[src/rtl/pte_run_writer.sv]
module pte_run_writer #(
  parameter int IDX_W = 24,
  parameter int CNT_W = 24,
  parameter int PA_W  = 40
) (
  input  logic               clk,
  input  logic               rst_n,
  input  logic               req_valid,
  output logic               req_ready,
  input  logic               req_unmap,
  input  logic [IDX_W-1:0]   req_index,
  input  logic [CNT_W-1:0]   req_count,
  input  logic [PA_W-1:0]    req_base,
  input  logic [PA_W-1:0]    req_stride,
  input  logic               req_ro,
  input  logic [1:0]         req_aper,
  input  logic               req_priv,
  input  logic [6:0]         req_kind,
  input  logic [1:0]         req_comp,
  output logic               wr_valid,
  input  logic               wr_ready,
  output logic [IDX_W+2:0]   wr_addr,
  output logic [63:0]        wr_data,
  output logic               done
);

  localparam int MAX_LG = 7;
  localparam int LG_W   = 3;
  localparam int RUN_W  = MAX_LG + 1;

  logic              busy;
  logic              unmap_q;
  logic [IDX_W-1:0]  idx_q;
  logic [CNT_W-1:0]  rem_q;
  logic [PA_W-1:0]   addr_q;
  logic [PA_W-1:0]   stride_q;
  logic [63:0]       attr_q;
  logic [RUN_W-1:0]  run_left_q;
  logic [LG_W-1:0]   run_lg_q;
  logic              done_q;

  logic [MAX_LG:0]   fit;
  logic [LG_W-1:0]   calc_lg;
  logic              new_run;
  logic [LG_W-1:0]   eff_lg;
  logic [RUN_W-1:0]  eff_left;
  logic              fire;
  logic [63:0]       attr_d;

  for (genvar k = 0; k <= MAX_LG; k++) begin : g_fit
    if (k == 0) begin : g_one
      assign fit[k] = rem_q != '0;
    end else begin : g_pow
      assign fit[k] = (rem_q >= (CNT_W'(1) << k)) && (idx_q[k-1:0] == '0);
    end
  end

  always_comb begin
    calc_lg = '0;
    for (int k = 1; k <= MAX_LG; k++)
      if (fit[k]) calc_lg = LG_W'(k);
  end

  assign new_run   = run_left_q == '0;
  assign eff_lg    = new_run ? calc_lg : run_lg_q;
  assign eff_left  = new_run ? (RUN_W'(1) << calc_lg) : run_left_q;

  assign req_ready = !busy;
  assign wr_valid  = busy;
  assign fire      = wr_valid && wr_ready;
  assign wr_addr   = {idx_q, 3'b000};
  assign wr_data   = unmap_q ? 64'd0
                   : (attr_q | 64'(addr_q) | (64'(eff_lg) << 7));
  assign done      = done_q;

  assign attr_d = (64'(req_comp) << 47) | (64'(req_kind) << 40)
                | (64'(req_priv) << 6)  | (64'(req_aper) << 4)
                | (64'(req_ro) << 3)    | 64'd1;

  always_ff @(posedge clk) begin
    if (!rst_n) begin
      busy       <= 1'b0;
      unmap_q    <= 1'b0;
      idx_q      <= '0;
      rem_q      <= '0;
      addr_q     <= '0;
      stride_q   <= '0;
      attr_q     <= '0;
      run_left_q <= '0;
      run_lg_q   <= '0;
      done_q     <= 1'b0;
    end else begin
      done_q <= 1'b0;
      if (!busy) begin
        if (req_valid) begin
          idx_q      <= req_index;
          rem_q      <= req_count;
          addr_q     <= req_base;
          stride_q   <= req_stride;
          attr_q     <= attr_d;
          unmap_q    <= req_unmap;
          run_left_q <= '0;
          run_lg_q   <= '0;
          if (req_count == '0) done_q <= 1'b1;
          else                 busy   <= 1'b1;
        end
      end else if (fire) begin
        idx_q      <= idx_q + 1'b1;
        rem_q      <= rem_q - 1'b1;
        run_lg_q   <= eff_lg;
        run_left_q <= eff_left - 1'b1;
        if (eff_left == RUN_W'(1))
          addr_q <= addr_q + (stride_q << eff_lg);
        if (rem_q == CNT_W'(1)) begin
          busy   <= 1'b0;
          done_q <= 1'b1;
        end
      end
    end
  end

endmodule

[config.mk]
export PLATFORM = sky130hd
export DESIGN_NAME = pte_run_writer
export DESIGN_NICKNAME = d
export VERILOG_FILES = /design/src/rtl/pte_run_writer.sv
export SDC_FILE = /design/constraint.sdc
export NUM_CORES = 1
export LEC_CHECK = 0
export CORE_ASPECT_RATIO = 1.1
export CORE_MARGIN = 10
export CORE_UTILIZATION = 56
export DETAILED_ROUTE_END_ITERATION = 6
export GPL_TIMING_DRIVEN = 1
export MAX_ROUTING_LAYER = met4
export PLACE_DENSITY = 0.87
export SLEW_MARGIN = 40
export SYNTH_ARGS = -nofsm -noshare
export SYNTH_HDL_FRONTEND = slang
export SYNTH_SLANG_ARGS = --single-unit
export TNS_END_PERCENT = 50
[constraint.sdc]
create_clock -name clk -period 10.69 [get_ports clk]
set_clock_uncertainty 0.15 [all_clocks]
set_input_delay 2.6725 -clock clk [delete_from_list [all_inputs] [get_ports clk]]
set_output_delay 2.6725 -clock clk [all_outputs]
set_load 0.05 [all_outputs]
==> results.yml, run 1 <==
route:
  drtIter0Drc: 996
  detail_route.wirelength_um: 37800
  ant_nets: 0
  route.vias.total: 11995
  drt-pass1-iter-count: 5
  drt_drc: 0
  vias_per_cell: 6.16
  drt-wirelength-per-cell_um: 19.4
clock_tree:
  tritoncts: "done"
  clkLatencyLatePin_ns: 0.43
  htree_num_levels: 4
  cts_resized: 0
  clk_transition_reported_paths_ns: 0.07
  cts_max_path_buffers: 2
  cts.sinks: 156
  cts-root-buf: "sky130_fd_sc_hd__clkbuf_16"
  post_cts_buffers: 0
  cts_inserted_buffers: 17
  postCtsHoldBufs: 0
timing:
  hold_viol_final: 0
  max-slew-margin-rel_pct: 48.0
  max_freq_ghz: 0.141
  final.min_clock_period_ns: 7.11
  worst-slew-pin-transition_ns: 0.777
  drv_slew: 0
  setup_total_negative_slack_ns: 0
  final_critical_path_share_of_the_clock_period_pct: 66.5
  grt_setup_unrepaired: "no"
  final.hold.worst_slack_ns: 0.299
  final_count_of_negative_setup_slack_endpoints: 0
  finalWorstSetupSlack_ns: 3.58
global_route:
  grt_max_degree: 89
  initial_antenna_violation_count: 0
  gr-total-overflow: 0
  first_pass_grt_wire_length_um: 60200
  grt_use_total_pct: 28.4
  first_global_vias: 11656
worst_hold_path:
  min_from: "attr_q[40]"
  worstHoldPathType: "flip-flop to flip-flop"
cells_and_area:
  fin_nets: 1877
  fill_cells: 1626
  final_cells: 1946
  finalInstanceArea_um2: 14100
  drive_above_1_share_pct: 5.02
  final_core_utilization_pct: 71.2
  antenna_cells_inserted: 0
  area_growth_pct: 25.3
synth:
  async_reset_ff_share_pct: 0
  synth.top_cells.by_area: "sky130_fd_sc_hd__dfxtp_1 (28%), sky130_fd_sc_hd__mux2i_1 (10%), sky130_fd_sc_hd__nand2_1 (8.7%)"
  netlist.top_cell.by_area: "sky130_fd_sc_hd__dfxtp_1"
  synth_edf_count: 0
  synth-warning-count: 0
  part_of_the_yosys_area_used_for_sequential_elements_pct: 27.8
  syn-instance-count: 1522
  dominantRegCellSynth: "sky130_fd_sc_hd__dfxtp_1"
  synth_area_um2: 11200
  synth_largest_type_area_fraction_pct: 27.8
  syn_avg_cell_area_um2: 7.39
  postSynthRegisterBits: 156
  synth.distinct_cells: 73
die:
  rows: 54
  chipWidth_um: 155
  core_area_um2: 19800
  die_area_um2: 26100
  die_y_um: 169
  io_pins: 240
  floorplan.initialDensity_pct: 56.8
setup_path:
  timing.critical_path.to_type: "primary output"
  data_arrival_critical_path_ns: 4.29
  critPathKind: "flip-flop to primary output"
  worstPathRequired_ns: 7.87
  r2r-start: "rem_q[12]"
  cp-startpoint: "idx_q[0]"
  worst-path-max-fanout: 16
  startpoint_types: "flip-flop"
placement:
  post-place-ws_ns: 3.92
  globalplace.congestion: 0.983
  buffer_ports.inserted: 221
  dpl-instance-area_um2: 13500
  placed_cells: 1914
  detailedPlacementHpwl_um: 27100
power:
  power_leakage_nw: 5.85
  power_mw: 2.48
  power.ir.vdd_worst_v: 0.000127
  power-per-cell-area_nw_per_um2: 176
run:
  max_cap_violations: 0
outcome:
  run_status: "finished, final reports clean"
==> critical path, cell delays in order, from the launching register on <==
cell	delay [ns]
sky130_fd_sc_hd__dfxtp_1	0.33
sky130_fd_sc_hd__inv_1	0.12
sky130_fd_sc_hd__ha_1	0.23
sky130_fd_sc_hd__nor3b_1	0.44
sky130_fd_sc_hd__nor3b_1	0.37
sky130_fd_sc_hd__o311ai_0	0.24
sky130_fd_sc_hd__and4bb_2	0.32
sky130_fd_sc_hd__nor3_4	0.19
sky130_fd_sc_hd__a21o_1	0.49
sky130_fd_sc_hd__nor2_1	0.14
sky130_fd_sc_hd__nor2_1	0.14
sky130_fd_sc_hd__clkdlybuf4s50_1	0.83
==> metal layers <==
| metal | routed length, um | global-route usage [%] |
|---|---|---|
| met3 | 2840 | 5.37 |
| met2 | 18400 | 46.5 |
| met1 | 14900 | 32.8 |
| met4 | 1680 | 13.4 |
| met5 | 0 | - |
==> flip-flops by register name, summed over array words and instances (netlist names) <==
signal and cells:
addr_q 40, stride_q 40, idx_q 24, rem_q 24
attr_q 14, run_left_q 8, run_lg_q 3, done 1
unmap_q 1, wr_valid 1
==> cells in the final DEF (no fill, tap or decap), drive strengths merged, types with 5 or more instances in the layout <==
cell,count
a211oi,41
a21o,21
a21oi,162
a221oi,12
a311oi,9
a31oi,13
and2,5
and3,14
buf,16
clkbuf,18
clkdlybuf4s50,221
conb,18
dfxtp,156
ha,49
inv,33
mux2,6
mux2i,116
nand2,262
nand2b,6
nand3,27
nand4,17
nor2,137
nor2b,53
nor3,27
nor4,14
o211ai,8
o21a,10
o21ai,99
o22ai,7
o31ai,7
or2,8
or3,8
xnor2,21
xor2,13
==> cell families after synthesis <==
| kind of cell | after synthesis | synth area share [%] |
|---|---|---|
| and+or+nand+nor | 593 | 24.1 |
| AOI/OAI and AO/OA | 423 | 23.2 |
| DFF | 156 | 27.8 |
| buffers and inverters | 143 | 5.71 |
| muxes | 122 | 10.9 |
| adders and majority gates | 50 | 5.63 |
| xor gates and xnor gates | 34 | 2.65 |
| other | 1 | 0.0334 |
==> final timing paths <==
path / slack [ns] / depth (start not counted) / to
setup / recovery: 3.58 / 11 / wr_data[7]
hold / removal: 0.30 / 2 / attr_q[40]
setup reg to reg: 3.58 / 22 / addr_q[33]
hold reg to reg: 0.30 / 2 / attr_q[40]
==> cells in the mapped netlist (all sizes together), types with 27 or more instances <==
cell / n
nand2: 262
a21oi: 162
dfxtp: 156
nor2: 137
mux2i: 116
o21ai: 99
clkbuf: 70
nor2b: 53
ha: 49
buf: 44
a211oi: 41
inv: 28
nand3: 27
nor3: 27
==> cell type report <==
type	count	area, um^2	share of cell area (%)
clock buffer	18	429	3.05
clock inverter	14	181	1.29
inverter	29	110	0.781
multi-input combinational	1240	7570	53.8
sequential	156	3130	22.2
tap	252	315	2.24
timing repair buffer	237	2350	16.7
==> where the power goes <==
group / internal, mW / leakage [nW] / total, mW / switching (mW)
Sequential: 0.632 / 1.29 / 0.696 / 0.0641
Combinational: 0.437 / 4.28 / 1.14 / 0.704
Clock: 0.372 / 0.286 / 0.644 / 0.272
Total: 1.44 / 5.85 / 2.48 / 1.04
(Power assumes the default switching activity.)
==> run 2: changes to the inputs <==
- CORE_UTILIZATION: 56 -> 47
- PLACE_DENSITY: 0.87 -> 0.78
- clock period: 10.69 -> 6.2 ns (I/O delays scaled with it)
==> run 2 against run 1 <==
Clock power grew 75%. Flip-flop and latch count stayed put. First-iteration DRC count increased by 2.2%. Setup slack worse by 3.3 ns. Register-to-register slack got worse by 3.3 ns. Critical path type is now flip-flop to flip-flop. Combinational power up 77%. Clock-buffer cell count rose by 1. The run now ends with DRC left. Total power is 75% higher. Worst hold slack hardly changed.
==> results.yml, run 2 (same netlist as run 1, synthesis figures left out) <==
route:
  drt_drc: 5
  route.vias.total: 12005
  vias_per_cell: 5.92
  top_layer: "met4"
  drt-wirelength-per-cell_um: 19.5
  drt-pass1-iter-count: 7
  wl_met2_um: 19400
  detail_route.wirelength_um: 39500
  ant_nets: 0
  drtIter0Drc: 1018
  detailroute.wirelength.met3_um: 2410
  routedLengthMet1_um: 16600
timing:
  setup_total_negative_slack_ns: 0
  final_critical_path_share_of_the_clock_period_pct: 95.4
  drv_slew: 0
  hold_viol_final: 0
  max_freq_ghz: 0.169
  final.hold.worst_slack_ns: 0.299
  worst-slew-pin-transition_ns: 0.819
  final_count_of_negative_setup_slack_endpoints: 0
  final.min_clock_period_ns: 5.92
  max-slew-margin-rel_pct: 45.4
die:
  chipWidth_um: 167
  io_pins: 240
  rows: 59
  floorplan.initialDensity_pct: 47.6
  die_area_um2: 30500
  die_y_um: 182
  core_area_um2: 23600
setup_path:
  slowest_delay_ns: 0.58
  cp.buffers_inverters: 1
  critPathKind: "flip-flop to flip-flop"
  timing.critical_path.to_type: "flip-flop"
  data_arrival_critical_path_ns: 6.15
  r2r-start: "rem_q[18]"
  cpMaxStageDelayCell: "sky130_fd_sc_hd__or4_4"
  worst-path-max-fanout: 6
  cp_cell_sequence: "or4_4 > or4_4 > o21a_1 > o22ai_1 > a22oi_1 > nor2_2 > a21oi_4 > mux2i_2 > mux2i_1 > nand2_1 > o21ai_0 > ha_1 > or3_1 > o311ai_2 > buf_4 > o31ai_2 > a21oi_2 > o211ai_1 > a221o_1 > a21oi_1 > xor2_1 > mux2i_1 > o21a_1"
  startpoint_types: "flip-flop"
  critical-path-top-delay-family: "compound AO/OA/AOI/OAI gates"
  reg2reg_depth: 23
  worstPathRequired_ns: 6.43
  timing.rr.end: "addr_q[39]"
  r2r_slack_ns: 0.28
clock_tree:
  cts-root-buf: "sky130_fd_sc_hd__clkbuf_16"
  cts.sinks: 156
  postCtsHoldBufs: 0
  htree_num_levels: 4
  clk_transition_reported_paths_ns: 0.08
  cts_max_path_buffers: 2
  cts_inserted_buffers: 17
  tritoncts: "done"
  clkLatencyLatePin_ns: 0.44
cells_and_area:
  multi_input_area_um2: 7650
  fin_nets: 1905
  fill_cells: 2138
  drive_above_1_share_pct: 7.20
  final_cell_mix: "sky130_fd_sc_hd__nand2_1 (261), sky130_fd_sc_hd__clkdlybuf4s50_1 (221), sky130_fd_sc_hd__a21oi_1 (156)"
  largestRegisters: "addr_q x40, stride_q x40"
  area_growth_pct: 28.6
  layout.cells.most_common: "sky130_fd_sc_hd__nand2_1"
  antenna_cells_inserted: 0
  sequential_cell_area_um2: 3130
global_route:
  grt_max_degree: 79
  gr-total-overflow: 0
  grt_use_total_pct: 25.4
  initial_antenna_violation_count: 0
  first_global_vias: 11731
  first_pass_grt_wire_length_um: 62900
worst_hold_path:
  min_from: "run_left_q[7]"
  holdPathEnd: "run_left_q[7]"
  worstHoldPathType: "flip-flop to flip-flop"
  whs_path_depth: 2
outcome:
  run_status: "complete, but fails checks"
  violations_in_the_final_reports: "DRC"
run:
  max_cap_violations: 0
placement:
  globalplace.congestion: 1.00
  buffer_ports.inserted: 221
  detailedPlacementHpwl_um: 28800
power:
  power.ir.vdd_worst_v: 0.000185
  power_leakage_nw: 6.03
  power-per-cell-area_nw_per_um2: 301
## run 2: metrics by stage
| step | total power [mW] | area, um^2 | utilization (%) | setup WS (ns) | cells |
|---|---|---|---|---|---|
| after global placement | 3.14 | 13700 | 58.0 | 0.305 | 1991 |
| after CTS | 4.30 | 14400 | 60.8 | 0.0138 | 2024 |
| after global routing | 4.59 | 14500 | 61.2 | -0.0279 | 2027 |
| after floorplan | 2.61 | 11300 | - | 0.442 | 1539 |
| after detailed placement | 3.17 | 13700 | 58.2 | 0.234 | 1992 |
| final | 4.35 | 14500 | 61.2 | 0.284 | 2027 |
## run 2: worst max path at each step
stage                         start          to  cells past startpoint
after floorplan            idx_q[0]  addr_q[33]                     24
after global placement    rem_q[18]  addr_q[33]                     23
after detailed placement  rem_q[18]  addr_q[33]                     23
after CTS                 rem_q[18]  addr_q[33]                     23
after global routing      rem_q[18]  addr_q[39]                     24
final                     rem_q[18]  addr_q[39]                     23
## run 2: final cells by class
cell class	count	share of cell area (%)
clock buffer	19	3.06
multi-input combinational	1241	52.9
sequential	156	21.6
tap	305	2.64
clock inverter	13	1.22
timing repair buffer	264	17.8
inverter	29	0.770
## run 2: what timing repair did
action                                  in CTS  in global routing
gates resized for setup                      0                 17
setup buffers                                0                  2
endpoints found under the setup margin       0                 18
## run 2: layer usage
| layer | vias up | GRT usage, % |
|---|---|---|
| met5 | - | - |
| met2 | 529 | 42.5 |
| met4 | 0 | 8.71 |
| li1 | 5769 | - |
| met1 | 5630 | 30.4 |
| met3 | 77 | 4.08 |
## run 2: worst min-delay path, delay by kind of cell (launching register included)
kind,cells,cell delay (ns)
DFF,1,0.31
and+or+nand+nor,2,0.10
## run 2: power breakdown
part	switching [mW]	total, mW	internal [mW]	leakage, nW
combinational	1.21	2.02	0.801	4.44
sequential	0.118	1.21	1.09	1.29
clock	0.501	1.13	0.624	0.302
